### src/rtl/owSlavePkg.sv
package owSlavePkg;

  // Strobes from control to datapath, all one clock wide.
  typedef struct packed {
    logic clrAll;     // bus reset seen: drop bit count and pending tx
    logic sampleBit;  // shift the current line level into the rx byte
    logic txAdvance;  // one transmit bit has been served
  } ctlStrobe_t;

  typedef enum logic [2:0] {
    ST_IDLE,
    ST_SLOT,
    ST_RSTLOW,
    ST_PWAIT,
    ST_PDRV
  } ctlState_t;

endpackage

### src/rtl/owSlaveDp.sv
module owSlaveDp
  import owSlavePkg::*;
#(
  parameter int CLK_PER_US = 50,
  parameter int RESET_US   = 480,
  parameter int BYTE_W     = 8
) (
  input  logic              clk,
  input  logic              rstN,
  input  logic              lineIn,
  input  logic              drvLow,
  input  logic              txLoad,
  input  logic [BYTE_W-1:0] txData,
  input  ctlStrobe_t        ctl,
  output logic              usTick,
  output logic              fallEdge,
  output logic              riseEdge,
  output logic              resetHit,
  output logic              txValid,
  output logic              txBit,
  output logic [BYTE_W-1:0] rxData,
  output logic              rxStrobe
);

  localparam int DW  = $clog2(CLK_PER_US + 1);
  localparam int LW  = $clog2(RESET_US + 1);
  localparam int BCW = $clog2(BYTE_W);

  logic [1:0]        syncQ;
  logic              prevLvl;
  logic              lineLvl;
  logic [DW-1:0]     divCnt;
  logic [LW-1:0]     lowUs;
  logic [BCW-1:0]    bitCnt;
  logic [BYTE_W-1:0] rxShift;
  logic [BYTE_W-1:0] txShift;
  logic              lastBit;

  // Two-flop synchronizer; idle bus is high.
  always_ff @(posedge clk or negedge rstN) begin
    if (!rstN) begin
      syncQ   <= 2'b11;
      prevLvl <= 1'b1;
    end else begin
      syncQ   <= {syncQ[0], lineIn};
      prevLvl <= syncQ[1];
    end
  end

  assign lineLvl  = syncQ[1];
  assign fallEdge = prevLvl & ~lineLvl & ~drvLow;
  assign riseEdge = ~prevLvl & lineLvl;

  // Microsecond tick prescaler.
  always_ff @(posedge clk or negedge rstN) begin
    if (!rstN) divCnt <= '0;
    else if (usTick) divCnt <= '0;
    else divCnt <= divCnt + 1'b1;
  end

  assign usTick = (divCnt == DW'(CLK_PER_US - 1));

  // Low-duration meter, independent of the slot state machine.
  always_ff @(posedge clk or negedge rstN) begin
    if (!rstN) lowUs <= '0;
    else if (lineLvl) lowUs <= '0;
    else if (usTick && lowUs != LW'(RESET_US)) lowUs <= lowUs + 1'b1;
  end

  assign resetHit = usTick & ~lineLvl & (lowUs == LW'(RESET_US - 1));

  // Shared bit counter and shift registers.
  assign lastBit = (bitCnt == BCW'(BYTE_W - 1));
  assign txBit   = txShift[0];

  always_ff @(posedge clk or negedge rstN) begin
    if (!rstN) begin
      bitCnt   <= '0;
      rxShift  <= '0;
      txShift  <= '0;
      txValid  <= 1'b0;
      rxData   <= '0;
      rxStrobe <= 1'b0;
    end else begin
      rxStrobe <= 1'b0;
      if (ctl.clrAll) begin
        bitCnt  <= '0;
        txValid <= 1'b0;
        rxShift <= '0;
      end else if (txLoad) begin
        txShift <= txData;
        txValid <= 1'b1;
        bitCnt  <= '0;
      end else if (ctl.sampleBit) begin
        rxShift <= {lineLvl, rxShift[BYTE_W-1:1]};
        if (lastBit) begin
          rxData   <= {lineLvl, rxShift[BYTE_W-1:1]};
          rxStrobe <= 1'b1;
          bitCnt   <= '0;
        end else begin
          bitCnt <= bitCnt + 1'b1;
        end
      end else if (ctl.txAdvance) begin
        txShift <= txShift >> 1;
        if (lastBit) begin
          txValid <= 1'b0;
          bitCnt  <= '0;
        end else begin
          bitCnt <= bitCnt + 1'b1;
        end
      end
    end
  end

  // the byte strobe lasts a single clock
  assert_strobe_pulse_R5: assert property (@(posedge clk) disable iff (!rstN)
    rxStrobe |=> !rxStrobe);

  // a load outside a bus reset arms transmit mode
  assert_load_arms_R6: assert property (@(posedge clk) disable iff (!rstN)
    (txLoad && !ctl.clrAll) |=> txValid);

  // a bus reset leaves no count and no pending byte
  assert_reset_clears_R9: assert property (@(posedge clk) disable iff (!rstN)
    ctl.clrAll |=> (bitCnt == '0 && !txValid));

  // a slot is either received or transmitted, never both
  assert_one_direction_R6: assert property (@(posedge clk) disable iff (!rstN)
    !(ctl.sampleBit && ctl.txAdvance));

endmodule

### src/rtl/owSlaveCtl.sv
module owSlaveCtl
  import owSlavePkg::*;
#(
  parameter int SAMPLE_US   = 30,
  parameter int HOLD_US     = 45,
  parameter int PRES_DLY_US = 30,
  parameter int PRES_LEN_US = 120
) (
  input  logic       clk,
  input  logic       rstN,
  input  logic       usTick,
  input  logic       fallEdge,
  input  logic       riseEdge,
  input  logic       resetHit,
  input  logic       txValid,
  input  logic       txBit,
  output ctlStrobe_t ctl,
  output logic       drvLow
);

  localparam int M1   = (PRES_LEN_US > PRES_DLY_US) ? PRES_LEN_US : PRES_DLY_US;
  localparam int M2   = (HOLD_US > SAMPLE_US) ? HOLD_US : SAMPLE_US;
  localparam int TMAX = (M1 > M2) ? M1 : M2;
  localparam int TW   = $clog2(TMAX + 1);

  ctlState_t     state;
  logic [TW-1:0] timer;
  logic          slotRead;
  logic          atSample;
  logic          atHold;

  assign atSample = usTick && (timer == TW'(SAMPLE_US - 1));
  assign atHold   = usTick && (timer == TW'(HOLD_US - 1));

  always_ff @(posedge clk or negedge rstN) begin
    if (!rstN) begin
      state    <= ST_IDLE;
      timer    <= '0;
      slotRead <= 1'b0;
      drvLow   <= 1'b0;
    end else if (resetHit) begin
      state  <= ST_RSTLOW;
      timer  <= '0;
      drvLow <= 1'b0;
    end else begin
      case (state)
        ST_IDLE: begin
          if (fallEdge) begin
            state    <= ST_SLOT;
            timer    <= '0;
            slotRead <= txValid;
            drvLow   <= txValid & ~txBit;
          end
        end
        ST_SLOT: begin
          if (usTick) timer <= timer + 1'b1;
          if (atHold) begin
            drvLow <= 1'b0;
            state  <= ST_IDLE;
          end
        end
        ST_RSTLOW: begin
          if (riseEdge) begin
            state <= ST_PWAIT;
            timer <= '0;
          end
        end
        ST_PWAIT: begin
          if (usTick) timer <= timer + 1'b1;
          if (usTick && timer == TW'(PRES_DLY_US - 1)) begin
            state  <= ST_PDRV;
            timer  <= '0;
            drvLow <= 1'b1;
          end
        end
        ST_PDRV: begin
          if (usTick) timer <= timer + 1'b1;
          if (usTick && timer == TW'(PRES_LEN_US - 1)) begin
            state  <= ST_IDLE;
            drvLow <= 1'b0;
          end
        end
        default: state <= ST_IDLE;
      endcase
    end
  end

  always_comb begin
    ctl.clrAll    = resetHit;
    ctl.sampleBit = (state == ST_SLOT) && !slotRead && atSample && !resetHit;
    ctl.txAdvance = (state == ST_SLOT) && slotRead && atHold && !resetHit;
  end

  // the line is driven only for presence or inside a slot
  assert_drive_source_R3: assert property (@(posedge clk) disable iff (!rstN)
    drvLow |-> (state == ST_PDRV || state == ST_SLOT));

  // a long low always lands in the reset-wait state
  assert_reset_entry_R2: assert property (@(posedge clk) disable iff (!rstN)
    resetHit |=> (state == ST_RSTLOW && !drvLow));

  // receive slots never pull the line
  assert_write_no_drive_R4: assert property (@(posedge clk) disable iff (!rstN)
    (state == ST_SLOT && !slotRead) |-> !drvLow);

  // a slot never outlasts the hold window
  assert_hold_len_R6: assert property (@(posedge clk) disable iff (!rstN)
    (state == ST_SLOT) |-> (timer < TW'(HOLD_US)));

endmodule

### src/rtl/owSlaveBit.sv
module owSlaveBit
  import owSlavePkg::*;
#(
  parameter int CLK_PER_US  = 50,
  parameter int RESET_US    = 480,
  parameter int PRES_DLY_US = 30,
  parameter int PRES_LEN_US = 120,
  parameter int SAMPLE_US   = 30,
  parameter int HOLD_US     = 45,
  parameter int BYTE_W      = 8
) (
  input  logic              clk,
  input  logic              rstN,
  input  logic              lineIn,
  output logic              lineDrvLow,
  input  logic              txLoad,
  input  logic [BYTE_W-1:0] txData,
  output logic [BYTE_W-1:0] rxData,
  output logic              rxStrobe
);

  ctlStrobe_t ctlQ;
  logic usTick, fallEdge, riseEdge, resetHit, txValid, txBit;

  owSlaveDp #(
    .CLK_PER_US(CLK_PER_US),
    .RESET_US  (RESET_US),
    .BYTE_W    (BYTE_W)
  ) uDp (
    .clk     (clk),
    .rstN    (rstN),
    .lineIn  (lineIn),
    .drvLow  (lineDrvLow),
    .txLoad  (txLoad),
    .txData  (txData),
    .ctl     (ctlQ),
    .usTick  (usTick),
    .fallEdge(fallEdge),
    .riseEdge(riseEdge),
    .resetHit(resetHit),
    .txValid (txValid),
    .txBit   (txBit),
    .rxData  (rxData),
    .rxStrobe(rxStrobe)
  );

  owSlaveCtl #(
    .SAMPLE_US  (SAMPLE_US),
    .HOLD_US    (HOLD_US),
    .PRES_DLY_US(PRES_DLY_US),
    .PRES_LEN_US(PRES_LEN_US)
  ) uCtl (
    .clk     (clk),
    .rstN    (rstN),
    .usTick  (usTick),
    .fallEdge(fallEdge),
    .riseEdge(riseEdge),
    .resetHit(resetHit),
    .txValid (txValid),
    .txBit   (txBit),
    .ctl     (ctlQ),
    .drvLow  (lineDrvLow)
  );

endmodule

### config.mk
export PLATFORM = sky130hd
export DESIGN_NAME = owSlaveBit
export DESIGN_NICKNAME = d
export VERILOG_FILES = /design/src/rtl/owSlavePkg.sv /design/src/rtl/owSlaveDp.sv /design/src/rtl/owSlaveCtl.sv /design/src/rtl/owSlaveBit.sv
export SDC_FILE = /design/constraint.sdc
export NUM_CORES = 1
export LEC_CHECK = 0
export BUFFER_PORTS_ARGS = -buffer_cell sky130_fd_sc_hd__buf_2
export CAP_MARGIN = 10
export CORE_ASPECT_RATIO = 1.1
export CORE_MARGIN = 3
export CORE_UTILIZATION = 54
export CTS_CLUSTER_SIZE = 16
export DETAILED_ROUTE_END_ITERATION = 12
export PLACE_DENSITY_LB_ADDON = 0.2
export SLEW_MARGIN = 25
export SYNTH_ARGS = -nofsm -noshare
export SYNTH_HDL_FRONTEND = slang
export SYNTH_SLANG_ARGS = --single-unit
### constraint.sdc
create_clock -name clk -period 2 [get_ports clk]
set_clock_uncertainty 0.05 [all_clocks]
set_input_delay 0.1 -clock clk [delete_from_list [all_inputs] [get_ports clk]]
set_output_delay 0.1 -clock clk [all_outputs]
set_load 0.02 [all_outputs]
==> impl_metrics.py, run 1 <==
metrics = {
    "outcome": {
        "outcome": "finished, violations left",
        "failed_checks": "setup timing",
    },
    "synth": {
        "ys_ff_latch": 58,
        "synth_top_family_by_area": "simple AND/OR/NAND/NOR gates",
        "yosysMostFrequentCell": "dfrtp_1",
        "synth_xor_xnor_area_share_pct": 3.47,
        "syn_area_mm2": 0.00303,
        "synthArstFlopShare_pct": 100,
        "synth_compound_area_share_pct": 9.05,
        "synth_common_cells": "55 x dfrtp_1, 31 x nor2_1, 23 x mux2_2",
        "synth_area_leaders": "dfrtp_1 45%, mux2_2 8.6%, nor2_1 3.8%, ha_1 3.7%, mux2i_1 3.3%",
        "synth_edf_count": 0,
        "synth.area.mux_share_pct": 11.9,
        "yosysSeqAreaShare_pct": 48.1,
        "ys.flop_type": "dfrtp_1",
        "postSynthAreaPerCell_um2": 10.5,
        "yosys_warnings": 0,
        "ys_types": 54,
        "synthAdderAreaFrac_pct": 3.72,
        "synth_top_cell_by_area": "dfrtp_1",
        "synthCells": 288,
        "synth_top_cell_area_share_pct": 45.5,
        "syn_nets": 309,
        "yosys.area_share.simple_pct": 19.0,
    },
    "critical_path": {
        "worstPathArrival_ps": 2200,
        "timing.rr.start": "uCtl.timer[0]",
        "endpoint_kind": "flip-flop",
        "startpoint_type": "flip-flop",
        "startpoint": "uCtl.timer[0]",
        "reg2regPathDepth": 8,
        "timing.rr.end": "uDp.txShift[3]",
        "crit_required_ps": 2160,
        "crit_type": "reg -> reg",
        "rrSetupSlack_ps": -40,
        "critPathMaxFanout": 8,
    },
    "timing": {
        "max_clock_freq_mhz": 489,
        "timing.final.hold_violations": 0,
        "slew_viol_final": 0,
        "setup_viol": 7,
        "rsz0062_at_grt": "true",
        "maxSlewHeadroom_pct": 61.6,
        "fin_hold_ws_ps": 68.7,
        "worst_slew_pin_slew_ps": 576,
        "fin_crit_ps": 2040,
        "setup_ws_ps": -43.9,
        "finalCritPeriodShare_pct": 102,
    },
    "clock_network": {
        "clk_pin_slew_ps": 70,
        "clockBufferDepth": 2,
        "cts_num_sinks": 58,
        "cts_tree": "built",
        "cts_root_buf": "clkbuf_8",
        "clk_latency_ps": 330,
        "cts.htree.levels": 3,
        "cts_made_buffers": 9,
    },
    "placement": {
        "port_buffers": 21,
        "place_congestion": 0.862,
        "pre_cts_slack_ps": -28.3,
        "dp_hpwl_um": 4250,
    },
    "power": {
        "power_density_mw_per_mm2": 679,
        "power_leakage_nw": 1.70,
        "peakVddDrop_mv": 0.636,
    },
    "hold_path": {
        "hold_path_class": "in -> reg",
        "hold_depth": 4,
        "hold_end": "uDp.txShift[6]",
        "hp-start": "txData[6]",
    },
    "global_routing": {
        "grt_pass1_vias": 2202,
        "antenna_found_initial": 0,
        "overflow": 0,
        "grt_pass1_wl_um": 10200,
        "grt_usage_pct": 19.5,
        "grt_max_degree": 35,
    },
    "routing": {
        "wl_per_cell_um": 14.9,
        "postRouteWirelength_um": 6280,
        "drt-pass1-iter-count": 5,
        "vias_per_cell": 5.43,
        "drc": 0,
        "drtAntennaViolNets": 0,
        "vias": 2291,
        "drtIter0Drc": 121,
    },
    "cells_and_area": {
        "multi_input_comb_area_mm2": 0.00155,
        "drive_gt1_share_pct": 36.3,
        "layout.nets": 366,
        "seqCellArea_mm2": 0.00146,
        "nFillCells": 387,
        "num_antenna_cells": 0,
        "area_growth_pct": 25.1,
    },
    "floorplan": {
        "ios": 22,
        "die_h_um": 84.5,
        "core-area_mm2": 0.00520,
        "row_count": 27,
        "die_w_um": 77.4,
        "die_area_mm2": 0.00654,
        "start_util_pct": 58.2,
    },
    "flow_run": {
        "drv_cap": 0,
    },
}
==> routing by layer <==
metal | track usage, % | up-vias | part of all wire [%]
li1 | - | 1128 | -
met1 | 26.2 | 1109 | 46
met2 | 31.2 | 47 | 49
met3 | 4.40 | 7 | 4.3
met4 | 7.12 | 0 | 1.1
met5 | 0 | - | 0
==> placed cells by master (no fill, tap or decap), types with 3 or more instances in the layout <==
master          n
dfstp_2         3
clkbuf_8       12
mux2_2         15
nand2_1        16
nor2_1         30
a211oi_1        3
buf_4          35
buf_2          21
nor3_2          4
mux2i_1        10
dlygate4sd3_1   3
a31oi_1         6
nand3_1        11
mux2_4          8
ha_1            6
nor3_1          9
dfrtp_1        54
inv_1          14
and3_1          3
o21ai_0         7
a21oi_1         4
nand4_1         7
xor2_1          3
xnor2_1         9
==> state kept, by name, summed over array words and instances, names as in the netlist <==
| signal | cells |
|---|---|
| uCtl.drvLow | 1 |
| uCtl.slotRead | 1 |
| uCtl.state | 3 |
| uCtl.timer | 7 |
| uDp.bitCnt | 3 |
| uDp.divCnt | 6 |
| uDp.lowUs | 9 |
| uDp.prevLvl | 1 |
| uDp.rxData | 8 |
| uDp.rxShift | 7 |
| uDp.rxStrobe | 1 |
| uDp.syncQ | 2 |
| uDp.txShift | 8 |
| uDp.txValid | 1 |
==> kinds of logic (layout without fill, tap and decap cells) <==
group,Yosys count,in the layout
AOI/OAI and AO/OA,39,39
xor gates and xnor gates,12,12
adders and majority gates,9,9
buffers and inverters,31,93
DFF,58,58
muxes,33,33
and+or+nand+nor,106,106
==> worst max-delay path, stage by stage (launching register included) <==
cell	delay, ps
dfrtp_2	440
inv_2	80
ha_4	120
nand4b_1	150
nand3b_1	250
nor2_2	180
a2bb2oi_2	160
buf_6	170
mux2_4	310
==> power breakdown <==
group | leakage [nW] | switching, W | internal [W]
Sequential | 0.753 | 0.0000365 | 0.00122
Combinational | 0.839 | 0.0000936 | 0.000108
Clock | 0.107 | 0.000436 | 0.000677
==> timing repair <==
action / in CTS / in global routing
hold buffers: 3 / 0
pin swaps: 2 / 7
gates resized for setup: 3 / 27
endpoints found under the hold margin: 26 / 0
setup buffers: 2 / 6
setup endpoints to repair: 14 / 29
==> area by class of cell <==
cell class,instances,area share (%)
clock buffers,14,4.56
clock inverters,2,0.925
inverters,16,1.59
multi-input cells,199,40.8
flip-flops and latches,58,38.4
well taps,72,2.38
repair buffers,61,11.3
==> worst max path at each step <==
stage	cells past startpoint	slack [ps]	end
final	8	-40	uDp.txShift[3]
after floorplan	8	-20	uDp.rxData[0]
after global routing	8	-110	uDp.txShift[3]
after detailed placement	8	-30	uDp.txShift[2]
after global placement	8	3	uDp.txShift[5]
after CTS	8	-20	uDp.txShift[2]
==> metrics by stage <==
step	power, W	cell area [um2]	setup TNS (ps)	cells	util [%]
global route	0.00268	3790	-1380	422	72.8
finish	0.00257	3790	-241	422	72.8
CTS	0.00257	3660	-99.1	417	70.3
detailed placement	0.00145	3400	-162	396	65.3
floorplan	0.00137	3040	-142	288	-
global placement	0.00144	3400	0	396	65.3
Power figures use the tool's default switching activity.
==> run 2, diff against run 1 <==
Settings changed: CORE_UTILIZATION 54 to 64, RECOVER_POWER set to 100.
Clock period 2 ns to 2.4 ns, I/O delays scaled along.
==> run 2 against run 1 <==
The flow now finishes without violations. Worst setup slack better by 220 ps. Die area down 15%. Sequential share of layout area up 4.3 points. Design area down 10%.
==> impl_metrics.py, run 2 (synthesized netlist as in run 1, its figures left out) <==
metrics = {
    "global_routing": {
        "antenna_found_initial": 0,
        "grt_usage_pct": 23.7,
        "grt_pass1_wl_um": 10300,
        "grt_pass1_vias": 2233,
        "overflow": 0,
        "grt_max_degree": 59,
    },
    "flow_run": {
        "drv_cap": 0,
    },
    "timing": {
        "max_clock_freq_mhz": 450,
        "rsz0062_at_grt": "false",
        "maxSlewHeadroom_pct": 8.99,
        "finalCritPeriodShare_pct": 92.6,
        "slew_viol_final": 0,
        "worst_slew_pin_slew_ps": 1370,
        "fin_setup_tns_ps": 0,
        "fin_crit_ps": 2220,
        "timing.final.hold_violations": 0,
        "setup_viol": 0,
    },
    "power": {
        "intPower_w": 0.00169,
        "seqPwrFrac_pct": 48.4,
        "peakVddDrop_mv": 0.676,
        "power_w": 0.00216,
        "power_density_mw_per_mm2": 634,
        "power_leakage_nw": 1.51,
        "p_switching_w": 0.000465,
        "combPwrFrac_pct": 6.3,
        "swShare_pct": 21.6,
        "clockPowerShare_pct": 45.3,
    },
    "floorplan": {
        "die_area_mm2": 0.00559,
        "die_w_um": 71.6,
        "die_h_um": 78.1,
        "row_count": 25,
        "core-area_mm2": 0.00444,
        "ios": 22,
        "start_util_pct": 68.2,
    },
    "routing": {
        "vias_per_cell": 5.89,
        "drtAntennaViolNets": 0,
        "drc": 0,
        "vias": 2209,
        "drt-pass1-iter-count": 4,
        "drtIter0Drc": 134,
        "wl_per_cell_um": 15.2,
        "postRouteWirelength_um": 5710,
    },
    "cells_and_area": {
        "num_antenna_cells": 0,
        "nFillCells": 309,
        "drive_gt1_share_pct": 22.1,
        "largest_reg_flops": 9,
        "fin_util_pct": 76.6,
        "area_growth_pct": 12.3,
        "instances_no_fill": 375,
        "seqCellArea_mm2": 0.00146,
        "reg_top3": "uDp.lowUs: 9 flops, uDp.rxData: 8 flops, uDp.txShift: 8 flops",
        "layout_commonest_cell": "dfrtp_1",
        "multi_input_comb_area_mm2": 0.00142,
        "layout.nets": 337,
        "top_register": "uDp.lowUs",
        "mostFrequentLayoutCells": "55 x dfrtp_1, 31 x nor2_1, 23 x mux2_2",
    },
    "hold_path": {
        "hold_path_class": "in -> reg",
    },
    "placement": {
        "port_buffers": 21,
        "place_congestion": 0.866,
        "dp_hpwl_um": 3860,
        "dp.cells": 357,
    },
    "critical_path": {
        "critPathMaxFanout": 8,
        "worstPathArrival_ps": 2400,
        "crit_type": "reg -> reg",
        "endpoint_kind": "flip-flop",
        "cp_top_family": "simple AND/OR/NAND/NOR gates",
        "cp_slowest_stage_delay_ps": 420,
        "crit_required_ps": 2570,
        "startpoint_type": "flip-flop",
        "crit_buf_inv": 1,
        "critical_path.slowest_cell": "a2bb2oi_2",
        "path_cells": "inv_1 > ha_1 > and4bb_4 > nand4_1 > nor2_1 > a2bb2oi_2 > mux2_2",
    },
    "clock_network": {
        "clk_latency_ps": 340,
        "cts_root_buf": "clkbuf_8",
        "clockBufferDepth": 2,
        "cts_tree": "built",
        "cts.htree.levels": 3,
        "cts_made_buffers": 9,
        "cts_num_sinks": 58,
        "clk_pin_slew_ps": 60,
        "post_cts_buffers": 0,
    },
    "outcome": {
        "outcome": "finished clean",
    },
}
run 2: changes by cell type in the layout (fill, tap and decap cells not counted), sizes merged:
cell,previous run,this run
buf,58,19
clkbuf,14,22
bufinv,1,2
clkinv,1,2
clkinvlp,0,1
dlygate4sd3,3,2
run 2: final timing paths:
| path | from | endpoint | slack [ps] | cells after the start |
|---|---|---|---|---|
| hold reg to reg | uDp.syncQ[0] | uDp.syncQ[1] | 310 | 0 |
| min in group asynchronous | rstN | uDp.divCnt[2] | 660 | 3 |
| setup reg to reg | uDp.divCnt[1] | uDp.txShift[4] | 180 | 7 |
| max in group asynchronous | rstN | uDp.lowUs[6] | 810 | 3 |
| hold / removal | txData[7] | uDp.txShift[7] | 10 | 3 |
| setup / recovery | uDp.divCnt[1] | uDp.txShift[4] | 180 | 7 |
run 2: layer usage:
metal / up-vias / wire [um] / GRT usage (%)
met2: 59 / 2600 / 35.4
met1: 1069 / 2730 / 32.4
met3: 13 / 257 / 7.04
li1: 1068 / - / -
met5: - / 0 / 0
met4: 0 / 125 / 9.21
run 2: what timing repair did:
item | in CTS | in global routing
hold endpoints to repair | 56 | 0
hold buffers | 2 | 0
resized for setup | 0 | 0
run 2: through the flow:
step	instance area (um2)	hold WS [ps]	setup WS [ps]
after floorplan	3030	-226	364
after global placement	3190	95.2	212
after detailed placement	3190	92.1	191
after CTS	3430	7.87	154
after global routing	3400	24.0	22.6
final	3400	13.4	179
run 2: cell type report:
class,count,area share [%]
sequential,58,42.8
inverter,16,1.77
clock inverter,5,2.28
tap,54,1.99
timing repair buffer,32,5.22
multi-input combinational,199,41.8
clock buffer,11,4.16
run 2: power groups by stage:
| stage | clock network [W] | logic, W | registers, W |
|---|---|---|---|
| 2_1_floorplan | 0 | 0.0000757 | 0.00107 |
| 3_3_place_gp | 0 | 0.000137 | 0.00106 |
| 3_5_place_dp | 0 | 0.000140 | 0.00106 |
| 4_1_cts | 0.000997 | 0.000145 | 0.00104 |
| 5_1_grt | 0.00105 | 0.000151 | 0.00105 |
| 6_report | 0.000977 | 0.000136 | 0.00104 |
run 2: tightest hold or removal path, delay by kind of cell:
| kind | cells | cell delay [ps] |
|---|---|---|
| AOI/OAI and AO/OA | 1 | 70 |
| and+or+nand+nor | 1 | 60 |
| buffers and inverters | 1 | 100 |
==> run 3, diff against run 2 <==
Settings changed: CTS_BUF_LIST set to sky130_fd_sc_hd__clkbuf_16.
==> run 3 against run 2 <==
Core utilization up 1.9 points. Design area increased by 2.5%. Worst setup slack got worse by 43 ps. Count of clock-buffer cells in the layout down 2. Cell count unchanged. Worst hold slack gained 0.52 ps. First-iteration DRC count increased by 61%. Die area unchanged. Via count rose by 1.2%.
==> impl_metrics.py, run 3 (synthesized netlist as in run 1, its figures left out) <==
metrics = {
    "outcome": {
        "outcome": "finished clean",
    },
    "critical_path": {
        "cp_top_family": "compound AO/OA/AOI/OAI gates",
        "critPathMaxFanout": 23,
        "cp_slowest_stage_delay_ps": 390,
        "worstPathArrival_ps": 2420,
        "crit_required_ps": 2550,
        "critical_path.slowest_cell": "dfrtp_1",
        "worstSetupEndpoint": "uCtl.drvLow",
        "cp.depth": 7,
        "endpoint_kind": "flip-flop",
        "timing.rr.end": "uCtl.drvLow",
        "startpoint_type": "flip-flop",
        "crit_buf_inv": 1,
        "crit_type": "reg -> reg",
        "timing.rr.start": "uDp.divCnt[1]",
        "rrSetupSlack_ps": 140,
        "path_cells": "inv_1 > ha_1 > and4bb_4 > and2_4 > a41oi_1 > o31a_1 > a211oi_1",
        "reg2regPathDepth": 7,
        "startpoint": "uDp.divCnt[1]",
    },
    "timing": {
        "max_clock_freq_mhz": 442,
        "timing.final.hold_violations": 0,
        "setup_viol": 0,
        "rsz0062_at_grt": "false",
        "fin_crit_ps": 2260,
        "slew_viol_final": 0,
        "worst_slew_pin_slew_ps": 1380,
        "finalCritPeriodShare_pct": 94.3,
        "setup_ws_ps": 136,
        "fin_setup_tns_ps": 0,
        "maxSlewHeadroom_pct": 8.04,
    },
    "routing": {
        "drtAntennaViolNets": 0,
        "drtIter0Drc": 216,
        "drt-pass1-iter-count": 4,
        "drc": 0,
        "postRouteWirelength_um": 6110,
        "vias": 2235,
        "wl_per_cell_um": 16.3,
        "vias_per_cell": 5.96,
    },
    "floorplan": {
        "ios": 22,
        "die_h_um": 78.1,
        "die_w_um": 71.6,
        "core-area_mm2": 0.00444,
        "start_util_pct": 68.2,
        "row_count": 25,
        "die_area_mm2": 0.00559,
    },
    "clock_network": {
        "clk_pin_slew_ps": 50,
        "cts_num_sinks": 58,
        "cts_tree": "built",
        "holdBufCountCts": 2,
        "post_cts_buffers": 0,
        "clk_latency_ps": 330,
        "cts_root_buf": "clkbuf_16",
        "clockBufferDepth": 2,
        "cts.htree.levels": 3,
        "cts.repair.resized": 0,
        "cts_made_buffers": 9,
    },
    "cells_and_area": {
        "largest_reg_flops": 9,
        "fin_util_pct": 78.5,
        "nFillCells": 282,
        "layout.nets": 337,
        "layout_commonest_cell": "dfrtp_1",
        "num_antenna_cells": 0,
        "drive_gt1_share_pct": 21.8,
        "reg_top3": "uDp.lowUs: 9 flops, uDp.rxData: 8 flops, uDp.txShift: 8 flops",
        "area_growth_pct": 15.1,
        "top_register": "uDp.lowUs",
        "mostFrequentLayoutCells": "55 x dfrtp_1, 31 x nor2_1, 23 x mux2_2",
    },
    "global_routing": {
        "antenna_found_initial": 0,
        "grt_max_degree": 59,
        "grt_usage_pct": 24.9,
        "grt_pass1_vias": 2288,
        "overflow": 0,
        "grt_pass1_wl_um": 10800,
    },
    "power": {
        "power_leakage_nw": 1.55,
        "power_density_mw_per_mm2": 719,
        "peakVddDrop_mv": 0.753,
    },
    "placement": {
        "place_congestion": 0.866,
        "dp_hpwl_um": 3860,
        "pre_cts_slack_ps": 191,
        "port_buffers": 21,
    },
    "flow_run": {
        "drv_cap": 0,
    },
    "hold_path": {
        "hold_path_class": "in -> reg",
    },
}
-- run 3: area by class of cell --
cell class,instances,area [um2],area share [%]
flip-flops and latches,58,1460,41.8
well taps,54,67.6,1.94
repair buffers,32,178,5.10
multi-input cells,199,1410,40.6
inverters,16,60.1,1.72
clock buffers,9,225,6.46
clock inverters,7,85.1,2.44
-- run 3: tightest hold or removal path, cell delays in order --
cell and delay, ps:
buf_2 100, nand2_1 50, o22ai_1 70
-- run 3: metal layers --
layer / share of wire [%] / GRT usage (%) / vias up
met5: 0 / 0 / -
met1: 45 / 33.6 / 1088
li1: - / - / 1070
met2: 48 / 36.9 / 63
met3: 4.8 / 8.83 / 14
met4: 2.1 / 9.21 / 0
-- run 3: through the flow --
stage / hold WS (ps) / power [W] / cell area (um2) / instances
after floorplan: -226 / 0.00114 / 3030 / 288
after global placement: 95.2 / 0.00120 / 3190 / 357
after detailed placement: 92.1 / 0.00120 / 3190 / 357
after CTS: 10.9 / 0.00252 / 3520 / 375
after global routing: 36.0 / 0.00260 / 3480 / 375
final: 13.9 / 0.00251 / 3480 / 375
-- run 3: how the worst min path moves through the flow --
stage | startpoint | end | slack (ps) | cells past startpoint
global route | txData[7] | uDp.txShift[7] | 40 | 3
global placement | rstN | uDp.divCnt[3] | 100 | 2
floorplan | rstN | uCtl.drvLow | -230 | 0
detailed placement | rstN | uDp.divCnt[3] | 90 | 2
CTS | txData[7] | uDp.txShift[7] | 10 | 3
finish | txData[7] | uDp.txShift[7] | 10 | 3
-- run 3: where the power goes --
part           switching (W)  internal [W]
Sequential         0.0000268       0.00102
Combinational      0.0000780     0.0000637
Clock               0.000423      0.000894
